### config.mk
export PLATFORM = sky130hd
export DESIGN_NAME = guarded_regfile
export DESIGN_NICKNAME = d
export VERILOG_FILES = /design/src/rtl/rf_pkg.sv /design/src/rtl/rf_guard.sv /design/src/rtl/rf_status.sv /design/src/rtl/rf_store.sv /design/src/rtl/guarded_regfile.sv
export SDC_FILE = /design/constraint.sdc
export NUM_CORES = 1
export LEC_CHECK = 0
export BUFFER_PORTS_ARGS = -buffer_cell sky130_fd_sc_hd__buf_2
export CORE_MARGIN = 1.5
export CORE_UTILIZATION = 40
export DETAILED_ROUTE_END_ITERATION = 6
export SKIP_LAST_GASP = 1
export SLEW_MARGIN = 20
export SYNTH_ARGS = -nofsm -noshare
export SYNTH_HDL_FRONTEND = slang
export SYNTH_SLANG_ARGS = --single-unit
### constraint.sdc
create_clock -name clk -period 3.4 [get_ports clk]
set_input_delay 0 -clock clk [delete_from_list [all_inputs] [get_ports clk]]
set_output_delay 0 -clock clk [all_outputs]
set_load 0.01 [all_outputs]
### src/rtl/rf_pkg.sv
package rf_pkg;

   localparam int AW = 8;

   localparam logic [AW-1:0] A_ID    = 8'h00;
   localparam logic [AW-1:0] A_REV   = 8'h01;
   localparam logic [AW-1:0] A_STAT  = 8'h02;
   localparam logic [AW-1:0] A_CTRL  = 8'h07;
   localparam logic [AW-1:0] A_GCFG2 = 8'h09;
   localparam logic [AW-1:0] A_GCFG3 = 8'h0A;

   localparam int CRC_HI_A = 5;
   localparam int CRC_LO_A = 6;
   localparam int GEN_LO_A = 8;
   localparam int GEN_HI_A = 16;

   localparam int CHK_ADDR_BIT = 3;
   localparam int CHK_LEN_BIT  = 2;

   localparam logic [5:0] SW_KEY = 6'b010110;

   localparam logic [7:0] STAT_RST  = 8'h60;
   localparam logic [7:0] GCFG2_RST = 8'h04;
   localparam logic [7:0] GCFG3_RST = 8'h80;
   localparam logic [7:0] GAIN_RST  = 8'h40;

   typedef struct packed {
      logic rsvd;
      logic supply_low;
      logic rst_seen;
      logic link_crc;
      logic cfg_crc;
      logic conv_fault;
      logic addr_bad;
      logic len_bad;
   } stat_t;

endpackage

### src/rtl/rf_guard.sv
module rf_guard
   import rf_pkg::*;
#(
   parameter int LAST  = 80,
   parameter int CNT_W = 8
) (
   input  logic             wr_en,
   input  logic             rd_en,
   input  logic [AW-1:0]    addr,
   input  logic             frame_end,
   input  logic [CNT_W-1:0] frame_bits,
   input  logic             addr_chk_en,
   input  logic             len_chk_en,
   output logic             addr_evt,
   output logic             len_evt
);
   localparam logic [AW-1:0]    LAST_A   = AW'(LAST);
   localparam logic [CNT_W-1:0] BYTE_MSK = CNT_W'(7);

   always_comb begin
      addr_evt = addr_chk_en && (wr_en || rd_en) && (addr > LAST_A);
      len_evt  = len_chk_en && frame_end && ((frame_bits & BYTE_MSK) != '0);
   end
endmodule

### src/rtl/rf_status.sv
module rf_status
   import rf_pkg::*;
(
   input  logic       clk,
   input  logic       rst_n,
   input  logic       clr,
   input  logic       ev_supply_low,
   input  logic       ev_link_crc,
   input  logic       ev_cfg_crc,
   input  logic       ev_conv_fault,
   input  logic       ev_addr_bad,
   input  logic       ev_len_bad,
   input  logic       w1c_en,
   input  logic [7:0] w1c_data,
   output stat_t      stat,
   output logic       blocked
);
   logic [7:0] clr_mask;
   stat_t      nxt;

   assign clr_mask = w1c_en ? w1c_data : 8'h00;

   always_comb begin
      nxt            = stat;
      nxt.rsvd       = 1'b0;
      nxt.supply_low = ev_supply_low | (stat.supply_low & ~clr_mask[6]);
      nxt.rst_seen   = stat.rst_seen & ~clr_mask[5];
      nxt.link_crc   = ev_link_crc | (stat.link_crc & ~clr_mask[4]);
      nxt.cfg_crc    = ev_cfg_crc | (stat.cfg_crc & ~clr_mask[3]);
      nxt.conv_fault = ev_conv_fault | stat.conv_fault;
      nxt.addr_bad   = ev_addr_bad | (stat.addr_bad & ~clr_mask[1]);
      nxt.len_bad    = ev_len_bad | (stat.len_bad & ~clr_mask[0]);
   end

   always_ff @(posedge clk or negedge rst_n) begin
      if (!rst_n)   stat <= stat_t'(STAT_RST);
      else if (clr) stat <= stat_t'(STAT_RST);
      else          stat <= nxt;
   end

   assign blocked = stat.link_crc | stat.addr_bad | stat.len_bad;
endmodule

### src/rtl/rf_store.sv
module rf_store
   import rf_pkg::*;
#(
   parameter int LAST      = 80,
   parameter int CH_BASE   = 17,
   parameter int CH_STRIDE = 8,
   parameter int GAIN_OFS  = 5,
   localparam int FLAT_W   = (LAST + 1) * 8
) (
   input  logic              clk,
   input  logic              rst_n,
   input  logic              clr,
   input  logic              we,
   input  logic [AW-1:0]     waddr,
   input  logic [7:0]        wdata,
   input  logic [AW-1:0]     raddr,
   output logic [7:0]        rbyte,
   output logic [FLAT_W-1:0] flat
);
   function automatic logic is_rw(int a);
      return (a == CRC_HI_A) || (a == CRC_LO_A) ||
             (a >= GEN_LO_A && a <= GEN_HI_A) ||
             (a >= CH_BASE && a <= LAST);
   endfunction

   function automatic logic [7:0] rst_val(int a);
      if (a == int'(A_GCFG2)) return GCFG2_RST;
      if (a == int'(A_GCFG3)) return GCFG3_RST;
      if (a >= CH_BASE && ((a - CH_BASE) % CH_STRIDE) == GAIN_OFS) return GAIN_RST;
      return 8'h00;
   endfunction

   logic [7:0] bytes_q [0:LAST];

   for (genvar a = 0; a <= LAST; a++) begin : g_byte
      if (is_rw(a)) begin : g_rw
         localparam logic [7:0] RV = rst_val(a);
         logic [7:0] q;
         always_ff @(posedge clk or negedge rst_n) begin
            if (!rst_n)                         q <= RV;
            else if (clr)                       q <= RV;
            else if (we && waddr == AW'(a))     q <= wdata;
         end
         assign bytes_q[a] = q;
      end else begin : g_none
         assign bytes_q[a] = 8'h00;
      end
      assign flat[a*8 +: 8] = bytes_q[a];
   end

   always_comb begin
      rbyte = 8'h00;
      for (int i = 0; i <= LAST; i++)
         if (raddr == AW'(i)) rbyte = bytes_q[i];
   end
endmodule

### src/rtl/guarded_regfile.sv
module guarded_regfile
   import rf_pkg::*;
#(
   parameter int          NUM_CH    = 8,
   parameter int          CH_BASE   = 17,
   parameter int          CH_STRIDE = 8,
   parameter int          GAIN_OFS  = 5,
   parameter int          CNT_W     = 8,
   parameter logic [7:0]  ID_CODE   = 8'h5A,
   parameter logic [7:0]  REV_CODE  = 8'h01,
   localparam int         LAST      = CH_BASE + NUM_CH * CH_STRIDE - 1,
   localparam int         FLAT_W    = (LAST + 1) * 8
) (
   input  logic              clk,
   input  logic              rst_n,
   input  logic              wr_en,
   input  logic              rd_en,
   input  logic [7:0]        addr,
   input  logic [7:0]        wdata,
   output logic [7:0]        rdata,
   input  logic              frame_end,
   input  logic [CNT_W-1:0]  frame_bits,
   input  logic              ev_supply_low,
   input  logic              ev_link_crc,
   input  logic              ev_cfg_crc,
   input  logic              ev_conv_fault,
   output logic              start_pulse,
   output logic              stop_pulse,
   output logic [FLAT_W-1:0] regs_flat
);
   if (NUM_CH < 1)               begin : g_bad_ch   $error("NUM_CH must be at least 1"); end
   if (LAST > 255)               begin : g_bad_map  $error("register map exceeds address width"); end
   if (CH_STRIDE <= GAIN_OFS)    begin : g_bad_ofs  $error("gain offset outside channel stride"); end
   if (CH_BASE <= GEN_HI_A)      begin : g_bad_base $error("channel base overlaps general block"); end
   if (CNT_W < 3)                begin : g_bad_cnt  $error("frame count too narrow"); end

   stat_t      stat;
   logic       blocked;
   logic       addr_evt, len_evt;
   logic       wr_ok, ctrl_wr, soft_clr, store_we;
   logic [7:0] rd_mux, store_byte;

   assign wr_ok    = wr_en && (!blocked || addr == A_STAT);
   assign ctrl_wr  = wr_ok && addr == A_CTRL;
   assign soft_clr = ctrl_wr && wdata[7:2] == SW_KEY && wdata[1:0] == 2'b00;
   assign store_we = wr_ok && addr != A_STAT && addr != A_CTRL;

   rf_guard #(.LAST(LAST), .CNT_W(CNT_W)) u_guard (
      .wr_en       (wr_en),
      .rd_en       (rd_en),
      .addr        (addr),
      .frame_end   (frame_end),
      .frame_bits  (frame_bits),
      .addr_chk_en (regs_flat[int'(A_GCFG3)*8 + CHK_ADDR_BIT]),
      .len_chk_en  (regs_flat[int'(A_GCFG3)*8 + CHK_LEN_BIT]),
      .addr_evt    (addr_evt),
      .len_evt     (len_evt)
   );

   rf_status u_status (
      .clk           (clk),
      .rst_n         (rst_n),
      .clr           (soft_clr),
      .ev_supply_low (ev_supply_low),
      .ev_link_crc   (ev_link_crc),
      .ev_cfg_crc    (ev_cfg_crc),
      .ev_conv_fault (ev_conv_fault),
      .ev_addr_bad   (addr_evt),
      .ev_len_bad    (len_evt),
      .w1c_en        (wr_en && addr == A_STAT),
      .w1c_data      (wdata),
      .stat          (stat),
      .blocked       (blocked)
   );

   rf_store #(
      .LAST      (LAST),
      .CH_BASE   (CH_BASE),
      .CH_STRIDE (CH_STRIDE),
      .GAIN_OFS  (GAIN_OFS)
   ) u_store (
      .clk   (clk),
      .rst_n (rst_n),
      .clr   (soft_clr),
      .we    (store_we),
      .waddr (addr),
      .wdata (wdata),
      .raddr (addr),
      .rbyte (store_byte),
      .flat  (regs_flat)
   );

   always_comb begin
      unique case (addr)
         A_ID:    rd_mux = ID_CODE;
         A_REV:   rd_mux = REV_CODE;
         A_STAT:  rd_mux = stat;
         A_CTRL:  rd_mux = 8'h00;
         default: rd_mux = store_byte;
      endcase
   end

   always_ff @(posedge clk or negedge rst_n) begin
      if (!rst_n) begin
         rdata       <= 8'h00;
         start_pulse <= 1'b0;
         stop_pulse  <= 1'b0;
      end else begin
         if (rd_en) rdata <= rd_mux;
         start_pulse <= ctrl_wr && wdata[1];
         stop_pulse  <= ctrl_wr && wdata[0];
      end
   end
endmodule

* Word level (Yosys, flattened, before mapping)
Index checks and enable logic that the tools add are counted.
** Word-level totals
- Flip-flop bits (word level) :: 618
- Latch bits :: 0
- RAM bits :: 0
- ROM bits :: 0
- Output and inout port bits :: 658
- Word-level logic and storage cells :: 585
- Memories kept :: 0
** Operators by class
- Add/subtract/negate cells :: 0
- Multipliers :: 0
- Div/mod/pow operators :: 0
- Magnitude comparators :: 1
- Equal/unequal tests :: 81
- Shift-type cells :: 0
- Muxes and demuxes :: 228
- Bitwise gates (word level) :: 20
- Reductions and logical operators :: 169
** Operators by type and width (number)
- $mux 8 :: 225
- $eq 8x6->1 const B :: 32
- $reduce_bool 2->1 :: 75
- $eq 8x7->1 const B :: 17
- $eq 8x5->1 const B :: 16
- $logic_and 1x1->1 :: 88
- $eq 8x4->1 const B :: 8
- $pmux 8 s4 :: 1
- $eq 8x3->1 const B :: 3
- $mux 7 :: 2
- $eq 8x1->1 const B :: 1
- $eq 8x2->1 const B :: 1
- $gt 8x7->1 const B :: 1
- $logic_not 8->1 :: 1
- $ne 8x2->1 const B :: 1
- $ne 8x3->1 const B :: 1
- $or 1x1->1 :: 8
- $reduce_bool 8->1 :: 1
- $and 1x1->1 :: 6
- $eq 6x5->1 const B :: 1
- $not 1->1 :: 6
- $logic_not 2->1 :: 1
- $logic_or 1x1->1 :: 2
- $logic_not 1->1 :: 1

* Depth between registers and ports, before layout
- Depth after elaboration :: 77
- Gate-level depth with buffers :: 15
- Mapped depth without buffers :: 8

* Cells and area by module
A second synthesis with hierarchy kept.
** Second synthesis, totals
- Cell total of the unflattened synthesis :: 3581
- Area, all modules :: 33388.3 um2
** Modules (own cells, without submodules)
- rf_store :: times used 1, cells each 3486, area an instance 32463.6 um2
- guarded_regfile :: times used 1, cells each 62, area an instance 589.3 um2
- rf_status :: times used 1, cells each 28, area an instance 291.5 um2
- rf_guard :: times used 1, cells each 5, area an instance 43.8 um2

* Worst setup path after synthesis
Ideal clock, no wire load.
- Path type :: register to register
- From :: register u_status.stat[0] (netlist name)
- To :: register u_store.g_byte[55].g_rw.q[0]
- Setup time :: 0.125 ns
- Data arrival time :: 2.151 ns
- Setup slack :: 1.124 ns
- Cell stages (with the launch flop) :: 7
- Period minus slack after synthesis :: 2.276 ns
- Cells stage by stage :: dfrtp_1 or4b_1 nand2b_1 clkbuf_1 nor3_2 or2_2 mux2_2
** On the way
- Cells in the longest elaborated chain, start to end :: 8
** RTL lines
- $or 1x1->1 (*) :: RTL line rf_status.sv:41 : assign blocked = stat.link_crc | stat.addr_bad | stat.len_bad;
- $logic_not 1->1 (*) :: RTL line guarded_regfile.sv:43 : assign wr_ok = wr_en && (!blocked || addr == A_STAT);
- $logic_or 1x1->1 (*) :: RTL line guarded_regfile.sv:43
- $logic_and 1x1->1 (*) :: RTL line guarded_regfile.sv:43
- $logic_and 1x1->1 (on tied branches) :: RTL line guarded_regfile.sv:44, guarded_regfile.sv:46
- $logic_and 1x1->1 (on tied branches) :: RTL line guarded_regfile.sv:45, guarded_regfile.sv:46
- $logic_and 1x1->1 (on tied branches) :: RTL line guarded_regfile.sv:45, rf_store.sv:42
- $mux 8 / $reduce_bool 2->1 (equally long branches)
- to (signal assigned) :: RTL line rf_store.sv:42 : else if (we && waddr == AW'(a)) q <= wdata;
- to (decl) :: RTL line rf_store.sv:38 : logic [7:0] q;
Mark *: on every way between the ends. The rest lies on a longest branch, timed or not.
A chain may end at the register's enable or synchronous reset.

* Worst setup path after layout
- From :: register u_store.g_byte[11].g_rw.q[5]
- To :: register rdata[5]
** On the way
- Cells in the longest elaborated chain, start to end :: 71
** RTL lines
- from (decl) :: RTL line rf_store.sv:38
- from (signal assigned) :: RTL line rf_store.sv:42
- $mux 8 (70 in a row) :: RTL line rf_store.sv:54 : if (raddr == AW'(i)) rbyte = bytes_q[i];
- $pmux 8 s4 :: RTL line guarded_regfile.sv:94 : unique case (addr)
- to (signal assigned) :: RTL line guarded_regfile.sv:109 : if (rd_en) rdata <= rd_mux;
- to (decl) :: RTL line guarded_regfile.sv:20 : output logic [7:0] rdata,
No other way between the ends.

==> summary.txt <==
Synth
  – Flops & latches, synth: 617
  – Sequential element share of the synthesized area: 47.9%
  – Synth Instances: 3444
  – Share of the synthesized area in the top cell type: 46.9%
  – Warnings from Yosys: 0
  – Number of synthesized flops with an enable pin: 0
  – Netlist cell types: 93
  – Ys async rst share: 100%
  – Synth Flop Type: dfrtp_1
  – Post-Syn Area: 32300 sq um
  – Post-Syn Area per Cell: 9.37 sq um
  – Leading area contributor after synthesis: dfrtp_1
  – Synth top area cells: dfrtp_1 (47%), o21ai_0 (5.8%), nand2_1 (4.9%)

Die
  – I/O pin count: 691
  – DIE AREA: 82400 sq um
  – Die X: 287 um
  – FP Rows: 104
  – Die height: 287 um
  – Core Footprint: 80200 sq um
  – Initial Util: 40.3%

Cells and area
  – FF+latch area: 15500 sq um
  – Final instance area: 40200 sq um
  – Fraction of layout cells with a size suffix above 1: 28.8%
  – Area Overhead vs Synth: 24.4%
  – Multi-input logic area: 15300 sq um
  – Fin nets: 4181
  – Fillers: 7743
  – Non-Filler Instances: 5279
  – Final Util: 50.1%

Critical path
  – CP Launch Type: register
  – Crit path DAT: 3.54 ns
  – Worst reg2reg path startpoint: u_store.g_byte[11].g_rw.q[5]
  – Worst endpoint required time: 3.90 ns
  – Critical path launch point: u_store.g_byte[11].g_rw.q[5]
  – FF-to-FF End: rdata[5]
  – FF-to-FF setup slack: 0.37 ns
  – CP Capture Point: rdata[5]
  – Critical path type: reg -> reg
  – R2R cell count: 9
  – CP Max Fanout: 4
  – Critical Path Max Stage Delay: 0.51 ns
  – CP endpoint kind: register
  – Worst path cell trace: o21a_1 -> a2111oi_0 -> buf_4 -> o2111ai_1 -> a31oi_1 -> nor2_1 -> o31ai_1 -> buf_4 -> a211oi_1
  – Most frequent CP cell: buf_4
  – Slowest cell on crit path: a2111oi_0

STA
  – Minimum clock period: 3.03 ns
  – Worst-Margin Slew: 0.997 ns
  – Final setup fails: 0
  – Layout Skew: 0.0196 ns
  – Endpoints failing hold: 0
  – RSZ-0062 raised after global routing: false
  – Pins Over Slew Limit: 0
  – Setup TNS: 0 ns
  – Period utilization: 89.2%
  – Slew headroom: 33.5%
  – Max Clk Rate: 330 MHz
  – Hold WS: 0.0381 ns
  – Final setup margin: 0.367 ns

Detailed routing
  – Drt first pass iters: 7
  – Vias: 34600
  – Total wire length: 176 mm
  – DRT iter0 DRCs: 4917
  – DRT antenna net count: 0
  – WL/cell: 33.3 um
  – Vias/cell: 6.56
  – Post-route DRC: 0

GRT
  – Gr usage total: 41.4%
  – First-pass GRT wire length: 245 mm
  – Vias in the first global route: 31900
  – Gr ovfl total: 0
  – Largest net degree at the start of global routing: 137
  – Initial antenna violation count: 17

Placement
  – Buffers on Ports: 637
  – Post-placement cell count: 5119
  – Post-Place Cell Area: 37600 sq um
  – Post-detail-place hpwl: 128 mm
  – Post-Place Worst Slack: 0.119 ns
  – GP Congestion: 1.03

Worst hold path
  – Hold Crit Class: in -> async

Clocking
  – Root Buffer: clkbuf_16
  – Clk buf depth: 3
  – Clk sinks: 617
  – Reg clk slew, reported paths: 0.06 ns
  – TritonCTS buffer count: 71
  – Clock latency on the worst-skew pair: 0.64 ns
  – # H-tree levels: 3
  – CTS tree: built

Power
  – Worst VDD drop: 0.000295 V
  – Static Leak: 20.7 nW
  – Tot Pwr: 16.7 mW
  – Cell Pwr Density: 415 nW/um^2

Flow run
  – Max-cap viol count: 0

Run status
  – Outcome: finished, final reports clean
[cell families (layout without fill, tap and decap cells)]
group | after synthesis | count (layout) | share of synthesized area [%]
muxes | 278 | 278 | 9.35
buffers and inverters | 350 | 1063 | 5.70
and+or+nand+nor | 1088 | 1088 | 15.7
AOI/OAI and AO/OA | 1110 | 1110 | 21.4
other | 1 | 63 | 0.0116
DFF | 617 | 617 | 47.9
[worst max-delay path, delay by kind of cell, from the launching register on]
family,cells,cell delay [ns]
AO/OA/AOI/OAI,6,1.78
flip-flops,1,0.49
buffers and inverters,2,0.42
AND/OR/NAND/NOR,1,0.19
[cell usage after synthesis, types with 8 or more instances]
library cell  instances
inv_1                14
a211oi_1             25
a21oi_1             281
o21ai_1              16
o21a_1               11
or4b_1                8
a2111oi_0            14
o211ai_1             17
nand4_1              13
a22o_1               96
o21ai_0             374
o221ai_1             23
nand3_1             187
o22a_1                8
buf_2                92
o22ai_1              63
nor2_2               30
nor2_1              283
nand2b_1             17
o2111ai_1             9
buf_4                74
mux2i_1             108
a22oi_1              43
clkbuf_1            147
mux2_1               55
dfstp_2              12
a221o_1               9
dfrtp_1             605
mux2_2              113
a221oi_1             19
nor2b_1              16
buf_6                18
o31ai_1              11
nor3_1               26
a31oi_1              18
nand2_1             424
[report_power, final]
part           switching, mW  total [mW]  internal (mW)
registers             0.0366        7.41           7.37
clock network           3.36        7.91           4.55
logic                   1.02        1.37          0.347
total                   4.42        16.7           12.3
[cell type report]
cell class	instances	share of cell area, %
Sequential cell	617	38.5
Multi-Input combinational cell	2524	38.1
Timing Repair Buffer	919	14.0
Clock buffer	100	4.92
Tap cell	1060	3.30
Clock inverter	29	0.900
Inverter	15	0.140
Antenna cell	15	0.0934
[layer usage]
layer,global-route usage (%),up-vias,share of wire [%]
met5,0,-,0.040
met4,22.2,12,6.6
met3,12.3,650,12
met2,62.5,2805,44
met1,53.3,17200,37
li1,-,13900,-
[registers in the layout, summed over array words and instances (netlist names)]
signal and cells:
start_pulse 1, u_status.stat 7, stop_pulse 1, u_store.g_byte.g_rw.q 600, rdata 8
[cells in the final DEF (no fill, tap or decap), types with 30 or more instances in the layout]
master,n
nor2_2,30
clkbuf_16,72
mux2_2,113
nand2_1,424
nand3_1,186
a21oi_1,281
a22oi_1,43
o22ai_1,63
mux2i_1,108
o21ai_0,374
a22o_1,96
buf_2,631
dfrtp_1,605
conb_1,48
mux2_1,55
nor2_1,283
buf_4,249
[worst min path at each step]
stage	start	endpoint	slack, ns	cells past startpoint
final	rst_n	u_store.g_byte[77].g_rw.q[3]	0.04	2
after global routing	wdata[3]	u_store.g_byte[51].g_rw.q[3]	0.04	4
after CTS	wdata[3]	u_store.g_byte[47].g_rw.q[3]	0.03	4
after detailed placement	rst_n	u_store.g_byte[79].g_rw.q[4]	0.11	1
after global placement	rst_n	u_store.g_byte[77].g_rw.q[3]	0.11	1
after floorplan	rst_n	rdata[0]	-0.30	0
[what timing repair did]
item / 4_1_cts / 5_1_grt
buffers inserted: 0 / 0
setup endpoints to repair: 0 / 0
endpoints found under the hold margin: 222 / 0
resized for setup: 0 / 0
hold buffers: 15 / 0
Note: power is estimated with default switching activity, not from simulation.
